### src/rtl/bcd5_mode_counter.sv
module bcd5_mode_counter #(
  parameter int SYNC_STAGES = 2
) (
  input  logic        clk,
  input  logic        rst_n,
  input  logic        count_clk,
  input  logic        mode_a,
  input  logic        mode_b,
  input  logic        master_clr,
  output logic [19:0] digits,
  output logic        carry_out
);
  localparam int NDEC = 5;
  localparam int SW   = SYNC_STAGES + 1;

  logic [SW-1:0]   sync_q;
  logic            tick;
  logic [3:0]      cnt [NDEC];
  logic [3:0]      nxt [NDEC];
  logic [NDEC-1:0] inc, cy, nz;
  logic            test_m, all_zero_nxt, all_zero_now;
  logic [3:0]      shown0;

  always_ff @(posedge clk or negedge rst_n)
    if (!rst_n) sync_q <= '0;
    else        sync_q <= {sync_q[SW-2:0], count_clk};

  assign tick   = sync_q[SW-2] & ~sync_q[SW-1];
  assign test_m = ~mode_a & mode_b;

  always_comb begin
    inc[0] = tick;
    case ({mode_a, mode_b})
      2'b00:   cy[0] = tick && cnt[0] == 4'd9;
      2'b11:   cy[0] = tick && cnt[0] == 4'd4;
      2'b10:   cy[0] = tick && cnt[0] == 4'd7;
      default: cy[0] = 1'b0;
    endcase
  end

  genvar i;
  generate
    for (i = 1; i < NDEC; i++) begin : g_upper
      assign inc[i] = (test_m && (i == 1 || i == 3)) ? tick : cy[i-1];
      assign cy[i]  = inc[i] && cnt[i] == 4'd9;
    end
    for (i = 0; i < NDEC; i++) begin : g_dec
      assign nxt[i] = inc[i] ? ((cnt[i] == 4'd9) ? 4'd0 : cnt[i] + 4'd1) : cnt[i];
      assign nz[i]  = (nxt[i] == 4'd0);
      always_ff @(posedge clk or negedge rst_n)
        if (!rst_n)          cnt[i] <= '0;
        else if (master_clr) cnt[i] <= '0;
        else                 cnt[i] <= nxt[i];
      p_range_r1: assert property (@(posedge clk) disable iff (!rst_n) cnt[i] <= 4'd9);
    end
  endgenerate

  assign all_zero_nxt = &nz;
  assign all_zero_now = (cnt[0] == 0) && (cnt[1] == 0) && (cnt[2] == 0) &&
                        (cnt[3] == 0) && (cnt[4] == 0);

  always_ff @(posedge clk or negedge rst_n)
    if (!rst_n)          carry_out <= 1'b0;
    else if (master_clr) carry_out <= 1'b1;
    else if (tick)       carry_out <= all_zero_nxt;

  always_comb
    case ({mode_a, mode_b})
      2'b00:   shown0 = cnt[0];
      2'b10:   shown0 = (cnt[0] >= 4'd3 && cnt[0] <= 4'd7) ? 4'd5 : 4'd0;
      default: shown0 = 4'd0;
    endcase

  assign digits = {cnt[4], cnt[3], cnt[2], cnt[1], shown0};

  p_hold_r2: assert property (@(posedge clk) disable iff (!rst_n)
    (!tick && !master_clr) |=> (!$stable({mode_a, mode_b}) || $stable(digits)));
  p_inhibit_r4: assert property (@(posedge clk) disable iff (!rst_n)
    mode_b |-> digits[3:0] == 4'd0);
  p_half_r5: assert property (@(posedge clk) disable iff (!rst_n)
    (mode_a && !mode_b) |-> (digits[3:0] == 4'd0 || digits[3:0] == 4'd5));
  p_carry_zero_r7: assert property (@(posedge clk) disable iff (!rst_n)
    carry_out |-> all_zero_now);
  p_clear_r8: assert property (@(posedge clk) disable iff (!rst_n)
    master_clr |=> (digits == 20'd0 && carry_out));
endmodule

### config.mk
export PLATFORM = sky130hd
export DESIGN_NAME = bcd5_mode_counter
export DESIGN_NICKNAME = d
export VERILOG_FILES = /design/src/rtl/bcd5_mode_counter.sv
export SDC_FILE = /design/constraint.sdc
export NUM_CORES = 1
export LEC_CHECK = 0
export ABC_AREA = 0
export BUFFER_PORTS_ARGS = -buffer_cell sky130_fd_sc_hd__buf_2
export CORE_UTILIZATION = 50
export DETAILED_ROUTE_END_ITERATION = 12
export PLACE_DENSITY = 0.72
export SLEW_MARGIN = 20
export SYNTH_ARGS = -nofsm -noshare
export SYNTH_HDL_FRONTEND = slang
export SYNTH_SLANG_ARGS = --single-unit
### constraint.sdc
create_clock -name clk -period 2 [get_ports clk]
set_input_delay 0.1 -clock clk [delete_from_list [all_inputs] [get_ports clk]]
set_output_delay 0.1 -clock clk [all_outputs]
set_load 0.05 [all_outputs]
Word-level counts from Yosys, hierarchy flattened
Cells that the tools add are included.
W data, S select, Z words.
- bits in registers: 24
- bits in latches: 0
- memory bits (writable): 0
- memories: 0
- bits in read-only memories: 0
- reduce and logical (&&, ||, !) cells: 15
- mux-type cells: 22
- magnitude comparators: 2
- shifts and indexed selects: 0
- bitwise operators: 4
- add/sub/neg operators: 5
- $mul: 0
- div/mod/pow operators: 0
- equality and inequality tests: 9
- operator list (operator ; count):
    $mux W4 ; 15
    $add A4 B1 Y4 const B ; 5
    $eq A4 B4 Y1 const B ; 5
    $logic_not A4 Y1 ; 5
    $eq A4 B3 Y1 const B ; 2
    $pmux W4 S2 ; 1
    $logic_and A1 B1 Y1 ; 7
    $reduce_and A5 Y1 ; 1
    $eq A2 B2 Y1 const B ; 2
    $ge A4 B2 Y1 const B ; 1
    $le A4 B3 Y1 const B ; 1
    $mux W1 ; 4
    $mux W3 ; 1
    $pmux W1 S3 ; 1
    $and A1 B1 Y1 ; 2
    $logic_not A2 Y1 ; 1
    $not A1 Y1 ; 2
    $reduce_bool A2 Y1 ; 1

Logic depth before layout (Yosys ltp)
- depth after elaboration: 14
- mapped depth: 9

Worst setup path before layout
No wires, ideal clock.
- path kind: reg2reg
- start: reg cnt[16] (netlist bit)
- end: reg carry_out
- required time: 1.913 ns
- clock period less this slack: 2.236 ns
- stages on the path, launching flop included: 10
- path slack: -0.236 ns
- arrival: 2.149 ns
- path buffers: 0
- path through: dfrtp_1 -> inv_1 -> ha_1 -> and3b_1 -> a2bb2oi_2 -> and2_4 -> or3_1 -> a2111oi_0 -> nand4_1 -> a211oi_2
- longest elaborated chain between the ends: 13
- elaborated cells between the ends (all ways): 27
- those cells by class: add/sub (1); eq/ne (3); mux (11); reduce/logical (12)
- ends and longest elaborated chain (element ; line ; RTL):
    from (decl) ; 18 ; logic [3:0] cnt [NDEC];
    from (signal, indexed assignment) ; 53 ; else cnt[i] <= nxt[i];
    $eq A4 B3 Y1, or another cell as far along ; 36 ; 2'b10: cy[0] = tick && cnt[0] == 4'd7;
    $logic_and A1 B1 Y1, on equally long branches ; 36, 34, 35 ;
    $pmux W1 S3 ; 33 ; case ({mode_a, mode_b})
    $mux W1 ; 44 ; assign inc[i] = (test_m && (i == 1 || i == 3)) ? tick : cy[i-1];
    $logic_and A1 B1 Y1 (2 in a row) ; 45 ; assign cy[i] = inc[i] && cnt[i] == 4'd9;
    $mux W1 ; 44 ;
    $logic_and A1 B1 Y1 ; 45 ;
    $mux W4 ; 48 ; assign nxt[i] = inc[i] ? ((cnt[i] == 4'd9) ? 4'd0 : cnt[i] + 4'd1) : cnt[i];
    $logic_not A4 Y1 ; 49 ; assign nz[i] = (nxt[i] == 4'd0);
    $reduce_and A5 Y1 * ; 58 ; assign all_zero_nxt = &nz;
    $mux W1 * ; 65 ; else if (tick) carry_out <= all_zero_nxt;
    $mux W1 * ; 64 ; else if (master_clr) carry_out <= 1'b1;
    to (signal assigned) ; 65 ;
    to (decl) ; 11 ; output logic carry_out
Every way passes the cells marked *; elsewhere a longest branch is shown, timed or not. The select of a mux whose other input is x is not followed.
A chain may end at the register's enable or synchronous reset.

Worst setup path in the final report
- start: reg cnt[17] (netlist bit)
- end: reg carry_out
The elaborated chain is that of the path after synthesis.

==> run_results.csv <==
group,metric,value,unit
sta,tightest_slew,0.554,ns
pwr,combPwrFrac,0.172,
worst_setup_path,worstSetupPathType,"register to register",
synth,netlist_instances,185,
pwr,totalPowerFinal,0.919,mW
cells_and_area,final_nets,247,
worst_setup_path,timing.rr.start,"cnt[17]",
sta,finalSetupViolCount,7,
placement,place_ws,-0.282,ns
route,first_pass_iters,4,
global_routing,first_global_vias,1460,
placement,io_buffers,26,
worst_setup_path,worstPathArrival,2.53,ns
run_status,violations,"setup timing",
worst_setup_path,critPathLaunch,"cnt[17]",
clock_tree,cts_sinks,24,
pwr,power.switching,0.245,mW
clock_tree,cts-htree-levels,1,
placement,gp_congestion,0.857,
synth,synthFlopType,"dfrtp_1",
worst_setup_path,crit_chain,"inv_2, ha_4, nand3b_1, a2bb2oi_4, a31oi_4, nor2_4, mux2_2, o311a_1, a211oi_2",
floorplanning,ios,27,
worst_setup_path,cp_num_buf_inv,1,
route,vias_per_cell,5.41,
hold_path,hold_class,"primary input to register",
pwr,clockPowerShare,0.283,
run,drv_cap,0,
synth,ys_ff_latch,24,
global_routing,grt_pass1_wl,6130,um
synth,async_flop_share,1.00,
pwr,leakagePower,1.01,nW
cells_and_area,drive_above_1_share,0.435,
synth,avgSynthCellArea,9.00,um^2
sta,min_period_over_period,1.14,
cells_and_area,fin_util,0.713,
clock_tree,cts_tree,"built",
worst_setup_path,crit_path_start_kind,"register",
worst_setup_path,crit_path_end_kind,"register",
sta,final_hold_viol_count,0,
synth,syn-cell-area,1670,um^2
route,via_count,1521,
worst_setup_path,cp_top_family,"compound AO/OA/AOI/OAI gates",
route,post_drt_wl_per_cell,14.1,um
global_routing,gr-total-overflow,0,
sta,max_freq,0.438,GHz
cells_and_area,antenna-diode-count,0,
worst_setup_path,path_max_fanout,5,
route,first_iter_violations,76,
route,drc,0,
synth,synth-seq-area-share,0.361,
pwr,p_per_area,415,nW/um^2
route,ant_nets,0,
synth,yosysUniqueCellTypes,44,
global_routing,grt_max_degree,25,
clock_tree,cts_buffer_depth,2,
worst_setup_path,slowest_stage,"dfrtp_1",
worst_setup_path,slowest_delay,0.44,ns
pwr,worst_ir_drop_vdd,0.000290,V
floorplanning,start_util,0.537,
hold_path,hp-start,"master_clr",
synth,synth_fp_nets,194,
placement,dp_hpwl,2640,um
floorplanning,core,3100,um^2
run_status,outcome,"finished with violations",
sta,fin_ws,-0.282,ns
sta,fin_worst_skew,0.00409,ns
floorplanning,fp.dieW,59.7,um
clock_tree,cts-root-buf,"clkbuf_4",
cells_and_area,area_growth_syn_to_layout,32.8,%
floorplanning,die_area,3570,um^2
global_routing,antenna_found_initial,0,
sta,fin_crit,2.28,ns
clock_tree,cts_buffers,3,
floorplanning,chipHeight,59.7,um
clock_tree,clkSlewWorstSetupHoldPaths,0.13,ns
worst_setup_path,required,2.24,ns
sta,fin_hold_ws,0.192,ns
floorplanning,rows,20,
synth,ys_warn_count,0,
sta,rsz0062_at_grt,"true",
route,wl,3950,um
sta,slew_viol_final,0,
pwr,p_sw_frac,0.266,
clock_tree,clkLatencyLatePin,0.32,ns
global_routing,track_usage,0.231,
pwr,p_seq_frac,0.545,
pwr,power.internal,0.674,mW
sta,timing.slew.headroom,0.631,
synth,synth_edf_count,0,
==> worst paths after layout <==
check / end / slack (ns) / cells after the start
min in group asynchronous: sync_q[0] / 0.28 / 2
setup reg to reg: carry_out / -0.28 / 9
hold reg to reg: sync_q[1] / 0.37 / 0
setup / recovery: carry_out / -0.28 / 9
max in group asynchronous: cnt[16] / 1.33 / 2
hold / removal: digits[8] / 0.19 / 2
==> kinds of logic (layout without fill, tap and decap cells) <==
logic type,Yosys count,after routing,synth area share
compound gates,35,35,0.152
fa+ha+maj,3,3,0.0225
simple gates,77,77,0.260
mux,5,5,0.0316
flops,24,24,0.361
xor+xnor,11,11,0.0578
buf+inv,30,82,0.116
==> cells in the mapped netlist (2+ instances only) <==
cell type / number / area share
nor2_1: 21 / 0.047
a211oi_1: 2 / 0.0090
nand2_1: 15 / 0.034
a21oi_1: 13 / 0.039
nand3b_1: 3 / 0.014
ha_1: 3 / 0.023
mux2i_1: 3 / 0.018
nor2b_1: 9 / 0.034
nor4b_4: 2 / 0.029
xnor2_1: 5 / 0.026
nor3_1: 5 / 0.015
nand3_1: 7 / 0.021
clkbuf_1: 4 / 0.0090
nor3b_1: 3 / 0.014
buf_6: 2 / 0.014
buf_4: 17 / 0.077
xor2_1: 6 / 0.032
or3_1: 2 / 0.0075
inv_1: 6 / 0.014
mux2_2: 2 / 0.014
o31a_1: 2 / 0.011
dfrtp_1: 24 / 0.36
nand4_1: 2 / 0.0075
o21ai_0: 7 / 0.021
==> placed cells by master (no fill, tap or decap), types with 4 or more instances in the layout <==
cell type,n
nor3_1,5
o21ai_0,5
nand3_1,6
a21oi_1,13
dfrtp_1,23
buf_4,41
nand2_1,13
nor2b_1,9
xor2_1,6
nor2_1,19
buf_2,26
inv_1,4
==> per-stage QoR <==
stage	instance area, um^2	instances	setup TNS (ns)
floorplan	1680	185	-0.145
global placement	1910	259	-0.552
detailed placement	1910	259	-1.11
CTS	2100	275	-0.991
global route	2210	281	-2.05
finish	2210	281	-1.35
==> layout make-up <==
type | instances | area (um^2)
clock buffers | 4 | 36.3
fillers | 259 | 891
inverters | 6 | 22.5
multi-input cells | 131 | 1000
flip-flops and latches | 24 | 602
well taps | 44 | 55.1
repair buffers | 72 | 492
==> power groups by stage <==
stage	combinational [mW]	sequential [mW]	clock, mW
2_1_floorplan	0.0673	0.516	0
3_3_place_gp	0.113	0.509	0
3_5_place_dp	0.116	0.510	0
4_1_cts	0.140	0.501	0.270
5_1_grt	0.171	0.502	0.286
6_report	0.158	0.501	0.260
==> worst register-to-register path: stages (launching register included) <==
cell and delay [ns]:
dfrtp_1 0.44, inv_2 0.13, ha_4 0.15, nand3b_1 0.15
a2bb2oi_4 0.25, a31oi_4 0.17, nor2_4 0.13, mux2_2 0.34
o311a_1 0.30, a211oi_2 0.15
==> layer usage <==
metal / routed length, um / vias to the layer above / global-route usage
li1: - / 732 / -
met1: 1620 / 741 / 0.269
met2: 2100 / 37 / 0.419
met3: 117 / 11 / 0.0281
met4: 116 / 0 / 0.103
met5: 0 / - / 0
==> registers in the layout (all words and copies together), names as in the netlist <==
| signal | cells |
|---|---|
| carry_out | 1 |
| sync_q | 3 |
| cnt | 4 |
| digits | 16 |
==> timing repair <==
| item | 4_1_cts | 5_1_grt |
|---|---|---|
| setup endpoints to repair | 8 | 13 |
| setup buffers | 12 | 6 |
| pin swaps | 7 | 7 |
| hold buffers | 2 | 0 |
| endpoints found under the hold margin | 25 | 0 |
| resized for setup | 13 | 13 |
(Power assumes the default switching activity.)
